==> config.mk <==
export PLATFORM = sky130hd
export DESIGN_NAME = pe_status_readback
export DESIGN_NICKNAME = d
export VERILOG_FILES = /design/src/rtl/pesr_pkg.sv /design/src/rtl/pesr_op_timer.sv /design/src/rtl/pesr_toggle_track.sv /design/src/rtl/pe_status_readback.sv
export SDC_FILE = /design/constraint.sdc
export NUM_CORES = 1
export LEC_CHECK = 0
export BUFFER_PORTS_ARGS = -buffer_cell sky130_fd_sc_hd__buf_2
export CAP_MARGIN = 20
export CORE_AREA = 2 2 86 105
export CTS_BUF_LIST = sky130_fd_sc_hd__clkbuf_8
export DETAILED_ROUTE_END_ITERATION = 8
export DIE_AREA = 0 0 88 107
export SLEW_MARGIN = 10
export SYNTH_ARGS = -nofsm -noshare
export SYNTH_HDL_FRONTEND = slang
export SYNTH_SLANG_ARGS = --single-unit
==> constraint.sdc <==
create_clock -name clk -period 3.3 [get_ports clk]
set_clock_uncertainty 0.1 [all_clocks]
set_input_delay 0.495 -clock clk [delete_from_list [all_inputs] [get_ports clk]]
set_output_delay 0.495 -clock clk [all_outputs]
set_load 0.03 [all_outputs]
==> src/rtl/pesr_pkg.sv <==
// Shared types and helpers for the program/erase status readback block.
// Assumes an 8-bit data path; the status layout puts polling on bit 7 and
// toggle on bit 6, which host software decodes.
package pesr_pkg;

    typedef enum logic {
        OP_PROG  = 1'b0,
        OP_ERASE = 1'b1
    } op_e;

    // Builds the status byte returned while an operation is running.
    function automatic logic [7:0] status_byte(op_e op, logic ld7, logic tog);
        logic poll;
        poll = (op == OP_ERASE) ? 1'b0 : ~ld7;
        return {poll, tog, 6'b000000};
    endfunction

endpackage

==> src/rtl/pesr_op_timer.sv <==
// Operation timer: models the internal program and erase timers as a cycle
// counter. Assumes launch is only pulsed while not busy (the top gates it).
module pesr_op_timer #(
    parameter int PROG_CYCLES  = 3750,
    parameter int ERASE_CYCLES = 1250000000
) (
    input  logic clk,
    input  logic rst_n,
    input  logic launch,
    input  logic is_erase,
    output logic busy,
    output logic last
);
    localparam int MAXC  = (PROG_CYCLES > ERASE_CYCLES) ? PROG_CYCLES : ERASE_CYCLES;
    localparam int CNT_W = $clog2(MAXC + 1);

    logic [CNT_W-1:0] cnt;

    // Load the duration on launch and count down to zero.
    always_ff @(posedge clk) begin
        if (!rst_n) begin
            cnt <= '0;
        end else if (launch) begin
            cnt <= is_erase ? CNT_W'(ERASE_CYCLES) : CNT_W'(PROG_CYCLES);
        end else if (cnt != '0) begin
            cnt <= cnt - CNT_W'(1);
        end
    end

    // Busy and final-cycle flags are decoded from the count.
    always_comb begin
        busy = (cnt != '0);
        last = (cnt == CNT_W'(1));
    end

    assert_end_after_last_R8: assert property (@(posedge clk) disable iff (!rst_n)
        last |=> !busy);

    assert_no_early_drop_R2: assert property (@(posedge clk) disable iff (!rst_n)
        (busy && !last) |=> busy);

endmodule

==> src/rtl/pesr_toggle_track.sv <==
// Read-edge detector and toggle bit. The toggle returns to 0 on clear (an
// operation start) and flips on each rising edge of the read strobe.
module pesr_toggle_track (
    input  logic clk,
    input  logic rst_n,
    input  logic clear,
    input  logic rd_stb,
    output logic rise,
    output logic tog
);
    logic rd_q;

    // Remember the strobe level for edge detection.
    always_ff @(posedge clk) begin
        if (!rst_n) rd_q <= 1'b0;
        else        rd_q <= rd_stb;
    end

    // A read access is a strobe that is high now and was low before.
    always_comb rise = rd_stb && !rd_q;

    // The toggle state restarts at 0 on clear and advances per access.
    always_ff @(posedge clk) begin
        if (!rst_n)     tog <= 1'b0;
        else if (clear) tog <= 1'b0;
        else if (rise)  tog <= ~tog;
    end

    assert_clear_zero_R5: assert property (@(posedge clk) disable iff (!rst_n)
        clear |=> !tog);

endmodule

==> src/rtl/pe_status_readback.sv <==
// Top of the status readback block: it launches operations, latches their
// context, and chooses between the status byte and true array data on each
// read edge. Assumes array_byte is valid in the cycle of the read edge.
module pe_status_readback #(
    parameter int PROG_CYCLES  = 3750,
    parameter int ERASE_CYCLES = 1250000000
) (
    input  logic       clk,
    input  logic       rst_n,
    input  logic       prog_start,
    input  logic       erase_start,
    input  logic [7:0] load_byte,
    input  logic [7:0] old_byte,
    input  logic       rd_stb,
    input  logic [7:0] array_byte,
    output logic [7:0] rd_byte,
    output logic       busy,
    output logic       commit_en,
    output logic [7:0] commit_byte
);
    import pesr_pkg::*;

    logic       launch;
    logic       last;
    logic       rise;
    logic       tog;
    op_e        op_q;
    logic       ld7_q;
    logic [7:0] commit_q;

    // Starts are accepted only on an idle block.
    always_comb launch = !busy && (prog_start || erase_start);

    pesr_op_timer #(
        .PROG_CYCLES (PROG_CYCLES),
        .ERASE_CYCLES(ERASE_CYCLES)
    ) u_timer (
        .clk     (clk),
        .rst_n   (rst_n),
        .launch  (launch),
        .is_erase(erase_start),
        .busy    (busy),
        .last    (last)
    );

    pesr_toggle_track u_toggle (
        .clk   (clk),
        .rst_n (rst_n),
        .clear (launch),
        .rd_stb(rd_stb),
        .rise  (rise),
        .tog   (tog)
    );

    // Latch the operation type, polling source and merged byte at launch.
    always_ff @(posedge clk) begin
        if (!rst_n) begin
            op_q     <= OP_PROG;
            ld7_q    <= 1'b0;
            commit_q <= 8'h00;
        end else if (launch) begin
            op_q     <= erase_start ? OP_ERASE : OP_PROG;
            ld7_q    <= load_byte[7];
            commit_q <= erase_start ? 8'hFF : (old_byte & load_byte);
        end
    end

    // Capture status or true data on each read edge.
    always_ff @(posedge clk) begin
        if (!rst_n)    rd_byte <= 8'h00;
        else if (rise) rd_byte <= busy ? status_byte(op_q, ld7_q, tog) : array_byte;
    end

    // Drive the array write port in the final busy cycle.
    always_comb begin
        commit_en   = last;
        commit_byte = commit_q;
    end

    assert_idle_true_R7: assert property (@(posedge clk) disable iff (!rst_n)
        (rise && !busy) |=> (rd_byte == $past(array_byte)));

    assert_prog_poll_R4: assert property (@(posedge clk) disable iff (!rst_n)
        (rise && busy && op_q == OP_PROG) |=> (rd_byte[7] == ~ld7_q));

    assert_busy_zero_bits_R6: assert property (@(posedge clk) disable iff (!rst_n)
        (rise && busy) |=> (rd_byte[5:0] == 6'b0 &&
                            (op_q == OP_PROG || rd_byte[7] == 1'b0)));

    assert_hold_between_reads_R9: assert property (@(posedge clk) disable iff (!rst_n)
        !rise |=> $stable(rd_byte));

    assert_commit_in_busy_R8: assert property (@(posedge clk) disable iff (!rst_n)
        commit_en |-> busy);

endmodule

==> results.md <==
- Initial standard-cell utilization of the core: 29.6%
- Endpoints failing setup: 0
- Maxcap violations: 0
- Worst setup EP type: output pin
- Vias per inst: 5.06
- Seq/Total Area, Yosys: 41.2%
- Mean Syn Cell Area: 8.51 um2
- Clk buf depth: 2
- Number of vias after detailed routing: 2296
- Drt pass-1 iters: 4
- GRT Util Overall: 13.6%
- Number of buffers inserted for hold repair after clock tree synthesis: 0
- Area growth, synth to finish: 17.7%
- Number of synthesized flops with an enable pin: 0
- Standby leakage power: 1.12 nW
- Final design utilization: 34.8%
- Core footprint: 8380 um2
- Flip-flop and latch count after synthesis: 51
- Number of antenna cells inserted: 0
- Clock tree from TritonCTS: built
- Max-slew violations: 0
- Filler cells: 872
- Worst-path fanout max: 14
- Pin count of the biggest net entering global routing: 24
- Endpoints failing hold: 0
- Async set or reset register ratio after synthesis: 0%
- Class of the worst hold path: in -> reg
- Worst path required time: 2.70 ns
- Vert. Die Dim: 107 um
- Arr. time, crit path: 2.33 ns
- Minimum period implied by the final worst setup slack: 2.93 ns
- Synth warnings: 0
- Global placer's final weighted congestion: 0.849
- Global-route wire length before repair: 10200 um
- Std-Cell Rows: 37
- Insertion delay of the later-clocked pin in the worst-skew pair: 0.30 ns
- Synthesized net count: 323
- Antenna violations before repair: 0
- Netlist cell types: 46
- Wire per inst: 13.5 um
- Area after DPL: 2820 um2
- Share of final-layout standard cells stronger than drive strength 1: 20.8%
- Vias in the first global route: 2210
- Maximum clock rate: 342 MHz
- Pwr/cell area: 1160 nW/um2
- # DRC: 0
- Port Buffer Count: 46
- Clock transition time at the flip-flop clock pins of the worst setup and hold paths: 0.10 ns
- Tcrit/Tclk final: 88.7%
- Number of nets in the final layout: 368
- Worst hold path stage count: 2
- Mapped Area: 2480 um2
- Worst vdd ir: 0.308 mV
- Primary FF master, synth: sky130_fd_sc_hd__dfxtp_1
- CP Launch Type: flop
- Number of buffers added for setup after CTS: 0
- Layout Cell Area excl Fill: 2920 um2
- Unrepaired setup endpoints after global routing: no
- Slew headroom: 51.8%
- Total number of clock tree sinks: 51
- Remaining global-route overflow: 0
- Worst Path Class, Setup: reg -> out
- Area of the die: 9420 um2
- Gate count after technology mapping: 291
- CTS Buf Count: 5
- Post-layout power: 3.37 mW
- Result of the run: finished, final reports clean
- Post_cts resized: 0
- Antenna viol nets, final: 0
- Die X: 88 um
- Worst hold slack: 0.320 ns
- Transition at the pin with the smallest max-transition slack: 0.721 ns
- Final TNS setup: 0 ns
- Total wire length after detailed routing: 6110 um
- Number of top-level design ports: 47
- Half-perimeter wire length of the detailed placement result: 4480 um
- Clock H-tree levels: 2
- Clock Tree Root: sky130_fd_sc_hd__clkbuf_8
- Worst R2R Path Depth: 6
- Starting DRT DRC Count: 114
==> worst paths after layout <==
kind / start / slack, ns / end
worst min register to register: rd_byte[1] / 0.35 / rd_byte[1]
worst max register to register: u_timer.cnt[6] / 0.72 / u_timer.cnt[27]
worst max-delay path: u_timer.cnt[6] / 0.37 / busy
worst min-delay path: rd_stb / 0.32 / u_toggle.rd_q
==> sequential cells by signal, summed over array words and instances, names as in the netlist <==
| register | flops |
|---|---|
| u_toggle.tog | 1 |
| u_toggle.rd_q | 1 |
| op_q | 1 |
| commit_byte | 8 |
| u_timer.cnt | 31 |
| ld7_q | 1 |
| rd_byte | 8 |
==> cell usage after synthesis (4+ instances only) <==
| cell | n | share of area [%] |
|---|---|---|
| sky130_fd_sc_hd__inv_1 | 4 | 0.61 |
| sky130_fd_sc_hd__nand2b_1 | 4 | 1.0 |
| sky130_fd_sc_hd__nand2_1 | 26 | 3.9 |
| sky130_fd_sc_hd__and2_1 | 4 | 1.0 |
| sky130_fd_sc_hd__nor4_1 | 7 | 1.8 |
| sky130_fd_sc_hd__nor3_1 | 8 | 1.6 |
| sky130_fd_sc_hd__clkbuf_1 | 7 | 1.1 |
| sky130_fd_sc_hd__dfxtp_1 | 51 | 41 |
| sky130_fd_sc_hd__xnor2_1 | 7 | 2.5 |
| sky130_fd_sc_hd__a31oi_1 | 6 | 1.5 |
| sky130_fd_sc_hd__a311oi_1 | 4 | 1.4 |
| sky130_fd_sc_hd__or3_1 | 8 | 2.0 |
| sky130_fd_sc_hd__a211oi_1 | 9 | 2.7 |
| sky130_fd_sc_hd__or4_1 | 9 | 2.7 |
| sky130_fd_sc_hd__o21ai_0 | 7 | 1.4 |
| sky130_fd_sc_hd__nand3_1 | 10 | 2.0 |
| sky130_fd_sc_hd__nor2_1 | 36 | 5.5 |
| sky130_fd_sc_hd__xor2_1 | 4 | 1.4 |
| sky130_fd_sc_hd__o31ai_1 | 5 | 1.5 |
| sky130_fd_sc_hd__a21oi_1 | 29 | 5.9 |
==> placed cells by master, fill, tap and decap left out, types with 8 or more instances in the layout <==
master / count
sky130_fd_sc_hd__dfxtp_1: 51
sky130_fd_sc_hd__nand2_1: 26
sky130_fd_sc_hd__nor3_1: 8
sky130_fd_sc_hd__buf_2: 46
sky130_fd_sc_hd__or3_1: 8
sky130_fd_sc_hd__nand3_1: 10
sky130_fd_sc_hd__a211oi_1: 9
sky130_fd_sc_hd__nor2_1: 36
sky130_fd_sc_hd__a21oi_1: 29
sky130_fd_sc_hd__or4_1: 9
==> area by class of cell <==
type / instances / area [um2] / area share, %
multi-input combinational: 221 / 1360 / 46.6
sequential: 51 / 1020 / 35.0
timing repair buffer: 51 / 268 / 9.18
tap: 117 / 146 / 5.02
clock buffer: 6 / 82.6 / 2.83
inverter: 6 / 22.5 / 0.773
clock inverter: 2 / 16.3 / 0.558
==> worst max-delay path, cell delays in order, from the launching register on <==
cell and delay [ns]:
sky130_fd_sc_hd__dfxtp_1 0.38, sky130_fd_sc_hd__nor4_1 0.46, sky130_fd_sc_hd__nand4_1 0.47, sky130_fd_sc_hd__nor3_4 0.33, sky130_fd_sc_hd__inv_2 0.16, sky130_fd_sc_hd__buf_2 0.22
==> metal layers <==
metal,GRT usage (%),vias up,wire (um)
met5,0,-,0
met4,5.27,0,110
met3,2.16,9,261
met2,23.3,62,2960
met1,16.7,1071,2780
li1,-,1154,-
==> where the power goes <==
part           internal (mW)  leakage (nW)  switching (mW)
Combinational          0.709         0.656            1.20
Clock                  0.171        0.0474           0.211
Sequential             0.837         0.416           0.236
Total                   1.72          1.12            1.65
==> kinds of logic (layout without fill, tap and decap cells) <==
family | count (synthesis) | count (layout) | share of synthesized area (%)
AO/OA/AOI/OAI | 73 | 73 | 19.2
XOR/XNOR | 11 | 11 | 3.89
adder cells (fa/ha/maj) | 3 | 3 | 1.52
buffers and inverters | 19 | 65 | 3.94
flip-flops | 51 | 51 | 41.2
multiplexers | 2 | 2 | 0.808
AND/OR/NAND/NOR | 132 | 132 | 29.4
==> metrics by stage <==
stage	worst slack [ns]	cells
floorplan	0.754	291
global placement	0.795	446
detailed placement	0.749	446
CTS	0.397	454
global route	0.188	454
finish	0.372	454
Note: power is estimated with default switching activity, not from simulation.
